## config.mk

```make
export PLATFORM = sky130hd
export DESIGN_NAME = dac_chain_loader
export DESIGN_NICKNAME = d
export VERILOG_FILES = /design/src/rtl/dac_chain_loader.sv
export SDC_FILE = /design/constraint.sdc
export NUM_CORES = 1
export LEC_CHECK = 0
export ABC_AREA = 0
export BUFFER_PORTS_ARGS = -buffer_cell sky130_fd_sc_hd__buf_2
export CAP_MARGIN = 0
export CORE_AREA = 3 3 88 132
export CTS_CLUSTER_DIAMETER = 100
export DETAILED_ROUTE_END_ITERATION = 8
export DIE_AREA = 0 0 91 135
export GPL_ROUTABILITY_DRIVEN = 0
export PLACE_DENSITY = 0.82
export REMOVE_ABC_BUFFERS = 1
export SETUP_SLACK_MARGIN = 0.5
export SLEW_MARGIN = 15
export SYNTH_ARGS = -nofsm -noshare
export SYNTH_HDL_FRONTEND = slang
export SYNTH_SLANG_ARGS = --single-unit
export TNS_END_PERCENT = 10
```

## constraint.sdc

```tcl
create_clock -name clk -period 3.75 [get_ports clk]
set_input_delay 0.375 -clock clk [delete_from_list [all_inputs] [get_ports clk]]
set_output_delay 0.375 -clock clk [all_outputs]
set_load 0.005 [all_outputs]
```

## src/rtl/dac_chain_loader.sv

```systemverilog
module dac_chain_loader #(
  parameter int NCHIP = 3,
  parameter int DW    = 8,
  parameter int HALF  = 2
) (
  input  logic       clk,
  input  logic       rst_n,
  input  logic       wr_en,
  input  logic [1:0] wr_chip,
  input  logic [1:0] wr_chan,
  input  logic [7:0] wr_data,
  output logic       sclk,
  output logic       sdata,
  output logic       cs_n,
  output logic       load,
  output logic       busy,
  output logic       done
);
  localparam int NCH  = 4;
  localparam int WORD = DW + 4;
  localparam int FW   = NCHIP * WORD;
  localparam int BW   = $clog2(FW);
  localparam int PW   = 2 * HALF;
  localparam int DVW  = $clog2(PW) + 1;

  typedef enum logic [1:0] {S_IDLE, S_PREP, S_SHIFT, S_LOAD} st_t;

  st_t            state;
  logic [DW-1:0]  shadow [NCHIP][NCH];
  logic [FW-1:0]  shreg, frame_word;
  logic [BW-1:0]  bitcnt;
  logic [DVW-1:0] div;
  logic [1:0]     frame;
  logic           pending, done_q, wrap, wr_hit;

  assign wr_hit = wr_en && ({1'b0, wr_chip} < 3'(NCHIP));
  assign wrap   = div == DVW'(PW - 1);
  assign busy   = state != S_IDLE;
  assign cs_n   = state != S_SHIFT;
  assign load   = state == S_LOAD;
  assign sclk   = (state == S_SHIFT) && (div >= DVW'(HALF));
  assign sdata  = (state == S_SHIFT) ? shreg[FW-1] : 1'b0;
  assign done   = done_q;

  always_comb begin
    frame_word = '0;
    for (int k = 0; k < NCHIP; k++)
      frame_word[k*WORD +: WORD] = {frame, 2'b11, shadow[k][frame]};
  end

  always_ff @(posedge clk or negedge rst_n) begin
    if (!rst_n) begin
      for (int k = 0; k < NCHIP; k++)
        for (int c = 0; c < NCH; c++)
          shadow[k][c] <= '0;
    end else if (wr_hit) begin
      shadow[wr_chip][wr_chan] <= wr_data[DW-1:0];
    end
  end

  always_ff @(posedge clk or negedge rst_n) begin
    if (!rst_n) begin
      state   <= S_IDLE;
      shreg   <= '0;
      bitcnt  <= '0;
      div     <= '0;
      frame   <= '0;
      pending <= 1'b0;
      done_q  <= 1'b0;
    end else begin
      done_q <= 1'b0;
      if (busy && wr_hit) pending <= 1'b1;
      case (state)
        S_IDLE: if (wr_hit || pending) begin
          state   <= S_PREP;
          frame   <= '0;
          pending <= 1'b0;
        end
        S_PREP: begin
          shreg  <= frame_word;
          bitcnt <= '0;
          div    <= '0;
          state  <= S_SHIFT;
        end
        S_SHIFT: begin
          div <= wrap ? '0 : div + 1'b1;
          if (wrap) begin
            if (bitcnt == BW'(FW - 1)) state <= S_LOAD;
            else begin
              shreg  <= {shreg[FW-2:0], 1'b0};
              bitcnt <= bitcnt + 1'b1;
            end
          end
        end
        default: begin
          div <= wrap ? '0 : div + 1'b1;
          if (wrap) begin
            if (frame == 2'd3) begin
              state  <= S_IDLE;
              done_q <= 1'b1;
            end else begin
              frame <= frame + 1'b1;
              state <= S_PREP;
            end
          end
        end
      endcase
    end
  end

  p_done_after_busy_r7: assert property (@(posedge clk) disable iff (!rst_n)
    done |-> (!busy && $past(busy)));
  p_load_cs_high_r6: assert property (@(posedge clk) disable iff (!rst_n)
    load |-> (cs_n && !sclk));
  p_data_hold_r5: assert property (@(posedge clk) disable iff (!rst_n)
    (sclk && $past(sclk)) |-> $stable(sdata));
  p_frame_end_load_r6: assert property (@(posedge clk) disable iff (!rst_n)
    $rose(cs_n) |-> load);
  p_pending_restart_r8: assert property (@(posedge clk) disable iff (!rst_n)
    (done && pending) |=> busy);
endmodule

```

Yosys cells after proc, flatten, opt, wreduce, memory -nomap -nowiden
Cells that the tools add are included.
{ "word_totals": {"ff_bits": 147, "inputBits": 15} }
{ "op_classes": {"addsub": 3, "n_lt_le_gt_ge": 7, "eq_ne": 12, "muxes": 39, "bitwise": 4, "n_reduce_logical": 16} }
{ "op_table": {"columns": ["op", "n"], "rows": [
  ["bitwise mux 96 bit", 1],
  ["2-to-1 mux 36 bit", 2],
  ["case mux 36 bit (2 select lines)", 1],
  ["demux 32 bit (select 2 bit)", 1],
  ["2-to-1 mux 8 bit", 7],
  ["binary-select mux 8 bit (select 2 bit)", 3],
  ["2-to-1 mux 32 bit", 1],
  ["demux 8 bit (select 2 bit)", 1],
  ["2-to-1 mux 2 bit", 7],
  ["2-to-1 mux 6 bit", 2],
  ["case mux 6 bit (2 select lines)", 1],
  [">= comparator 3 bit, second input constant", 3],
  ["inverter 2 -> 3 bit", 3],
  ["2-to-1 mux 1 bit", 8],
  ["inequality test 2 bit, second input constant", 4],
  ["AND reduction 4 bit", 2],
  ["adder 6 x 1 -> 6 bit, second input constant", 1],
  ["equality test 2 bit, second input constant", 3],
  ["equality test 6 bit, second input constant", 1],
  ["less-than comparator 3 x 1 -> 1 bit, second input constant", 2],
  ["case mux 2 bit (3 select lines)", 1],
  ["case mux 3 bit (2 select lines)", 1],
  ["nonzero test 2 bit", 3],
  ["logical AND 1 bit", 5],
  ["16 further kinds", 17]
]} }

Depth between registers and ports, before layout
Gate-level depths: netlist (run 1).
{ "depth": {"depth_word": 8, "ltp_mapped": 8, "mapped_depth_nobuf": 6} }

Worst setup path before layout (run 1)
OpenSTA, ideal clock, no wires.
{ "synth_timing": {"path_type": "register -> register", "from": "reg state[0]", "to": "reg state[1]", "arrival_ps": 1678, "path_slack_ps": 1948, "stages_incl_launch_ff": 7, "n_path_buf": 1, "path_cell_list": "dfrtp_1 inv_1 ha_1 clkbuf_1 o21ai_0 a211oi_1 mux2_2"} }
{ "synth_between": {"elab_chain_cells": 3} }
{ "synth_lines": {"columns": ["element", "line_no", "text"], "rows": [
  ["start, declared", "28", "st_t state;"],
  ["start signal, assigned", "63", "state <= S_IDLE;"],
  ["start signal, assigned", "75", "state <= S_PREP;"],
  ["start signal, assigned", "83", "state <= S_SHIFT;"],
  ["equality test 2 bit (tied with other cells)", "73", "case (state)"],
  ["inequality test 2 x 1 -> 1 bit (no line) (tied with other cells)", null, null],
  ["AND reduction 4 bit (no line)", null, null]
]} }
Several ways; a longest one is shown, not always the timed one.
A chain may end at the register's enable or synchronous reset.

Worst setup path after layout (run 1)
{ "layout_timing": {"from": "reg state[0]", "to": "out sclk"} }
{ "layout_between": {"elab_chain_cells": 2} }
{ "layout_lines": {"columns": ["element", "line_no", "text"], "rows": [
  ["equality test 2 bit", "41", "assign sclk = (state == S_SHIFT) && (div >= DVW'(HALF));"],
  ["logical AND 1 bit", "41", null],
  ["end, declared", "12", "output logic sclk,"]
]} }
No other way between the ends.

==> impl_metrics.json, run 1 <==
{
  "status": "finished clean",
  "drive_gt1_share_pct": 31.9,
  "fin_setup_tns_ps": 0,
  "grt_overflow": 0,
  "tightestPinTransition_ps": 883,
  "dr.pass1.iters": 5,
  "cts_hold_buf": 1,
  "clk_path_buf_depth": 2,
  "mostFrequentLayoutCells": "dfrtp_1, mux2_2, mux2i_1",
  "startpoint_type": "flip-flop",
  "path_clk_slew_ps": 60,
  "critPathMaxFanout": 33,
  "routed_wl_mm": 14.7,
  "die_area_um2": 12300,
  "synth_top_cell_by_area": "dfrtp_1",
  "total_leakage_power_uw": 0.00349,
  "p_seq_share_pct": 49.8,
  "cpMostUsedCell": "inv_1",
  "ys_ff_latch": 147,
  "timing.critical_path.buf_inv": 4,
  "critical_path_arrival_ps": 2090,
  "fin_crit_ps": 2470,
  "rsz0062_at_grt": "false",
  "antenna_found_initial": 0,
  "via_count": 4521,
  "power_density_nw_per_um2": 516,
  "internal_power_uw": 2930,
  "final_core_util_pct": 71.7,
  "initial_core_util_pct": 64.6,
  "ios": 21,
  "n_fill_cell": 700,
  "syn_area_per_cell_um2": 12.3,
  "clkLatencyLatePin_ps": 420,
  "setup_viol": 0,
  "ctsResizeCount": 0,
  "post_cts_buffers": 0,
  "dp_hpwl_mm": 9.16,
  "ys_types": 43,
  "path_class": "flip-flop to primary output",
  "grt_pass1_wl_mm": 24.4,
  "max_freq_mhz": 405,
  "die_w_um": 91,
  "die_y_um": 135,
  "grt_pass1_vias": 4814,
  "max_slew_margin_pct": 40.8,
  "fin_crit_sh_pct": 65.9,
  "synth.area.top_cells": "dfrtp_1, mux2_2, mux2i_1, o21ai_0, a22oi_1",
  "cp-end-kind": "primary output",
  "whs_path_depth": 2,
  "critical-path-max-stage-delay_ps": 490,
  "cap_violations": 0,
  "final_hold_viol_count": 0,
  "htreeDepth": 4,
  "critPathRequiredTime_ps": 3380,
  "yosysTopAreaCellShare_pct": 53.8,
  "rows": 46,
  "syn_inst": 558,
  "yosysWarnings": 0,
  "grt_use_total_pct": 25.6,
  "rr_worst_depth": 7,
  "p_sw_share_pct": 25.2,
  "core_um2": 10600,
  "nets": 587,
  "layout_commonest_cell": "dfrtp_1",
  "crit_slowest_cell": "ha_1",
  "clkPwrFrac_pct": 39.9,
  "slew_violations": 0,
  "antenna_cells": 0,
  "syn-cell-area_um2": 6840,
  "cts_buffers": 17,
  "crit_chain": "inv_1 > ha_1 > inv_1 > buf_4 > nor2_1 > buf_2",
  "io_buffers": 20,
  "crit_family": "buffers and inverters",
  "drtIter0Drc": 395,
  "ant_nets": 0,
  "cts.sinks": 147,
  "wl_per_cell_um": 20.4,
  "drc": 0,
  "path_depth": 6,
  "min_path_type": "input pin to flip-flop",
  "viasPerCell": 6.27,
  "yosysSeqAreaShare_pct": 53.8,
  "cts_tree": "done",
  "root_buffer": "clkbuf_16",
  "p_sw_uw": 987,
  "area_growth_syn_to_layout_pct": 11.0,
  "grt_max_degree": 102,
  "vdd_drop_max_mv": 0.280,
  "pwr-share-comb_pct": 10.3,
  "worst_clock_skew_ps": 5.94
}
## kinds of logic after synthesis
family	Yosys count	share of synthesized area [%]
flip-flops	147	53.8
AND/OR/NAND/NOR	95	7.97
adder cells (fa/ha/maj)	8	1.46
buffers and inverters	49	3.13
XOR/XNOR	2	0.256
AO/OA/AOI/OAI	111	10.1
multiplexers	146	23.3
## registers in the layout, summed over array words and instances (netlist names)
signal,flops
bitcnt,6
div,3
done,1
frame,2
pending,1
shadow,96
shreg,36
state,2
## layer usage
layer	wire (um)	part of all wire, %	track usage [%]	vias up
li1	-	-	-	2038
met1	5890	40	29.8	2335
met2	8010	54	46.3	117
met3	464	3.2	4.68	31
met4	354	2.4	10.5	0
met5	0	0	0	-
## power by group through the flow
stage	logic [uW]	clock network [uW]	registers, uW
6_report	404	1560	1950
3_3_place_gp	383	0	1960
2_1_floorplan	299	0	1940
3_5_place_dp	405	0	1980
4_1_cts	410	1580	1950
5_1_grt	446	1640	1980
## final timing paths
kind                                       start               endpoint  slack (ps)
setup / recovery            state[0]$_DFFE_PN0P_                   sclk        1280
hold / removal                        wr_data[4]  shadow[4]$_DFFE_PN0P_         370
setup reg to reg            state[0]$_DFFE_PN0P_   state[1]$_DFFE_PN0P_        1300
hold reg to reg            shreg[32]$_DFFE_PN0P_  shreg[33]$_DFFE_PN0P_         500
max in group asynchronous                  rst_n  shreg[28]$_DFFE_PN0P_        2420
min in group asynchronous                  rst_n         done$_DFF_PN0_         460
## synth_stat cells
cell type,count
nand4_1,1
dfrtp_1,147
ha_1,8
nor2b_1,4
and2_1,1
a21boi_0,1
buf_6,1
or4b_1,1
nor2_1,14
xor2_1,1
nand2_1,17
a22oi_1,24
mux2_2,97
xnor2_1,1
o31ai_1,2
o21a_1,1
mux2i_1,48
buf_2,18
mux4_2,1
nor4b_4,2
inv_1,6
a211oi_1,3
or4_1,2
or3_1,1
nor2_2,4
and3_1,1
a21o_1,1
nor3_1,32
o22ai_1,2
or2_1,1
nand3b_1,3
a221o_1,1
nand3_1,2
nand2b_1,4
a21oi_2,10
or2_2,1
a21oi_1,27
nor4_4,1
a211oi_2,1
nor3_2,3
o21ai_0,37
clkbuf_1,24
a22o_1,1
## area by class of cell
class / instances / area [um2] / share of cell area (%)
Sequential cell: 147 / 3680 / 48.5
Multi-Input combinational cell: 362 / 2960 / 39.0
Timing Repair Buffer: 30 / 196 / 2.59
Clock inverter: 15 / 125 / 1.65
Inverter: 6 / 22.5 / 0.297
Clock buffer: 17 / 425 / 5.60
Tap cell: 144 / 180 / 2.37
## through the flow
step	hold slack (ps)	area [um2]	std cells	setup slack (ps)	total power, uW
after floorplan	79.4	6650	515	-45.8	2240
after global placement	318	7030	688	1480	2340
after detailed placement	336	7030	688	1330	2380
after CTS	366	7590	721	1270	3940
after global routing	388	7590	721	1140	4070
final	375	7590	721	1280	3920
Note: power is estimated with default switching activity, not from simulation.
==> run 2, diff against run 1 <==
--- a/config.mk
+++ b/config.mk
@@ -5,15 +5,15 @@
 export SDC_FILE = /design/constraint.sdc
 export NUM_CORES = 1
 export LEC_CHECK = 0
-export ABC_AREA = 0
+export ABC_AREA = 1
 export BUFFER_PORTS_ARGS = -buffer_cell sky130_fd_sc_hd__buf_2
 export CAP_MARGIN = 0
-export CORE_AREA = 3 3 88 132
+export CORE_AREA = 3 3 91 136
 export CTS_CLUSTER_DIAMETER = 100
 export DETAILED_ROUTE_END_ITERATION = 8
-export DIE_AREA = 0 0 91 135
+export DIE_AREA = 0 0 94 139
 export GPL_ROUTABILITY_DRIVEN = 0
-export PLACE_DENSITY = 0.82
+export PLACE_DENSITY = 0.78
 export REMOVE_ABC_BUFFERS = 1
 export SETUP_SLACK_MARGIN = 0.5
 export SLEW_MARGIN = 15
==> constraint.sdc (replaced) <==
create_clock -name clk -period 2.39 [get_ports clk]
set_input_delay 0.239 -clock clk [delete_from_list [all_inputs] [get_ports clk]]
set_output_delay 0.239 -clock clk [all_outputs]
set_load 0.005 [all_outputs]
==> run 2 against run 1 <==
Sequential share of layout area decreased by 1.1 points. Cell count increased by 45%. Sequential cell count is the same. Sequential power grew 56%. Critical path depth shrank 1. Utilization decreased by 3.6 points. Register-to-register slack lost 620 ps. First-iteration DRC count grew 28%. Via count grew 32%. Worst setup slack got worse by 740 ps. Combinational power increased by 51%. Die area increased by 6.4%. Critical endpoint is now cs_n. Largest cell class unchanged.
==> impl_metrics.json, run 2 <==
{
  "wl_met1_mm": 6.74,
  "critical_path_arrival_ps": 1620,
  "crit_slowest_cell": "dfrtp_1",
  "max_freq_mhz": 539,
  "max_slew_margin_pct": 48.7,
  "reg.largest.list": "shadow (96), shreg (36), bitcnt (6)",
  "path_clk_slew_ps": 60,
  "tightestPinTransition_ps": 770,
  "rows": 48,
  "die_area_um2": 13100,
  "via_count": 5950,
  "synth_edf_count": 0,
  "synthTopCellsByCount": "nand2_1, dfrtp_1, nand3_1",
  "status": "finished clean",
  "setup_viol": 0,
  "drive_gt1_share_pct": 9.41,
  "cap_violations": 0,
  "slew_violations": 0,
  "total_leakage_power_uw": 0.00396,
  "largest_register_ffs": 96,
  "synth-main-ff-cell": "dfrtp_1",
  "ys_ff_latch": 147,
  "ys_types": 27,
  "critPathRequiredTime_ps": 2150,
  "yosysWarnings": 0,
  "root_buffer": "clkbuf_16",
  "grt_pass1_wl_mm": 28.0,
  "cts_tree": "done",
  "post_cts_buffers": 0,
  "drtIter0Drc": 506,
  "yosysSeqAreaShare_pct": 52.8,
  "min_path_type": "input pin to flip-flop",
  "cp-end-kind": "primary output",
  "fin_crit_ps": 1850,
  "syn-cell-area_um2": 6970,
  "clkLatencyLatePin_ps": 410,
  "synth_top_cell_by_area": "dfrtp_1",
  "core_um2": 11400,
  "hold_ws_ps": 245,
  "path_class": "flip-flop to primary output",
  "startpoint_type": "flip-flop",
  "routed-wl-met2_mm": 8.42,
  "critical-path-max-stage-delay_ps": 410,
  "antenna_found_initial": 0,
  "dp_hpwl_mm": 9.97,
  "crit_chain": "inv_1 > ha_2 > clkinv_2 > buf_12 > buf_2",
  "vdd_drop_max_mv": 0.526,
  "clk_path_buf_depth": 2,
  "yosysTopAreaCellShare_pct": 52.8,
  "grt_overflow": 0,
  "final_hold_viol_count": 0,
  "htreeDepth": 4,
  "syn_inst": 882,
  "synth.area.top_cells": "dfrtp_1, nand2_1, nand3_1, a21oi_1, nor2_1",
  "synth.most_common_cell": "nand2_1",
  "wl_per_cell_um": 15.9,
  "finalPower_uw": 6320,
  "initial_core_util_pct": 61.1,
  "rsz0062_at_grt": "true",
  "grt_use_total_pct": 27.2,
  "viasPerCell": 5.70,
  "n_fill_cell": 938,
  "die_y_um": 139,
  "die_w_um": 94,
  "area_growth_syn_to_layout_pct": 11.5,
  "routed_wl_mm": 16.6,
  "worst_clock_skew_ps": 7.33,
  "layout_commonest_cell": "nand2_1",
  "power_density_nw_per_um2": 813,
  "async_flop_share_pct": 100,
  "grt_pass1_vias": 5773,
  "fin_crit_sh_pct": 77.6,
  "nets": 903,
  "cts.sinks": 147,
  "r2r_setup_slack_ps": 680,
  "drc": 0,
  "cts_buffers": 17,
  "dr_wl_met3_mm": 1.03,
  "ant_nets": 0,
  "io_buffers": 20,
  "dr.pass1.iters": 5,
  "regMostFlops": "shadow",
  "highest-signal-layer": "met4",
  "antenna_cells": 0,
  "critPathMaxFanout": 34,
  "ios": 21,
  "grt_max_degree": 79,
  "mostFrequentLayoutCells": "nand2_1, dfrtp_1, nand3_1",
  "syn_area_per_cell_um2": 7.90
}
run 2: final timing paths:
path	to	start	depth (start not counted)
setup / recovery	cs_n	state[0]$_DFFE_PN0P_	5
hold / removal	shadow[35]$_DFFE_PN0P_	wr_data[3]	3
setup reg to reg	shreg[27]$_DFFE_PN0P_	state[0]$_DFFE_PN0P_	7
hold reg to reg	shadow[81]$_DFFE_PN0P_	shadow[81]$_DFFE_PN0P_	2
max in group asynchronous	shreg[32]$_DFFE_PN0P_	rst_n	3
min in group asynchronous	div[1]$_DFFE_PN0N_	rst_n	2
run 2: cell type report:
class                           instances  area, um2  share of cell area [%]
Sequential cell                       147       3680                    47.4
Multi-Input combinational cell        643       2890                    37.1
Clock buffer                           19        443                    5.70
Timing Repair Buffer                   35        288                    3.70
Tap cell                              150        188                    2.42
Clock inverter                         13        150                    1.93
Inverter                               36        136                    1.76
run 2: power breakdown:
group / total, uW / switching (uW) / internal (uW)
clock network: 2650 / 1070 / 1580
registers: 3050 / 199 / 2850
logic: 611 / 359 / 251
total: 6320 / 1630 / 4690
run 2: worst max-delay path: cells and delay by family (launching register included):
family                   cells  cell delay (ps)
adder cells (fa/ha/maj)      1              240
flip-flops                   1              410
buffers and inverters        4              550
run 2: timing repair:
item | CTS | global route
resized for setup | 8 | 1
hold buffers | 1 | 0
endpoints found under the setup margin | 2 | 12
hold endpoints to repair | 75 | 0
run 2: cells by family (layout without fill, tap and decap cells):
kind of cell / Yosys count / in the layout / share of synthesized area [%]
fa+ha+maj: 8 / 8 / 1.44
xor+xnor: 1 / 1 / 0.126
compound gates: 105 / 105 / 7.59
flops: 147 / 147 / 52.8
buf+inv: 92 / 103 / 5.85
simple gates: 529 / 529 / 32.2
run 2: per-stage QoR:
step / instance area, um2 / setup slack [ps] / std cells / setup TNS, ps / util [%]
final: 7770 / 536 / 1043 / 0 / 68.1
after global routing: 7770 / 471 / 1043 / 0 / 68.1
after CTS: 7760 / 522 / 1043 / 0 / 68.0
after detailed placement: 7130 / 682 / 1010 / 0 / 62.5
after global placement: 7130 / 746 / 1010 / 0 / 62.5
after floorplan: 6700 / -1750 / 826 / -71550 / -
run 2: metal layers:
layer  vias up  track usage, %
met4         0            10.7
met5         -               0
met3        38            5.92
met2       209            44.0
met1      2871            35.6
li1       2832               -
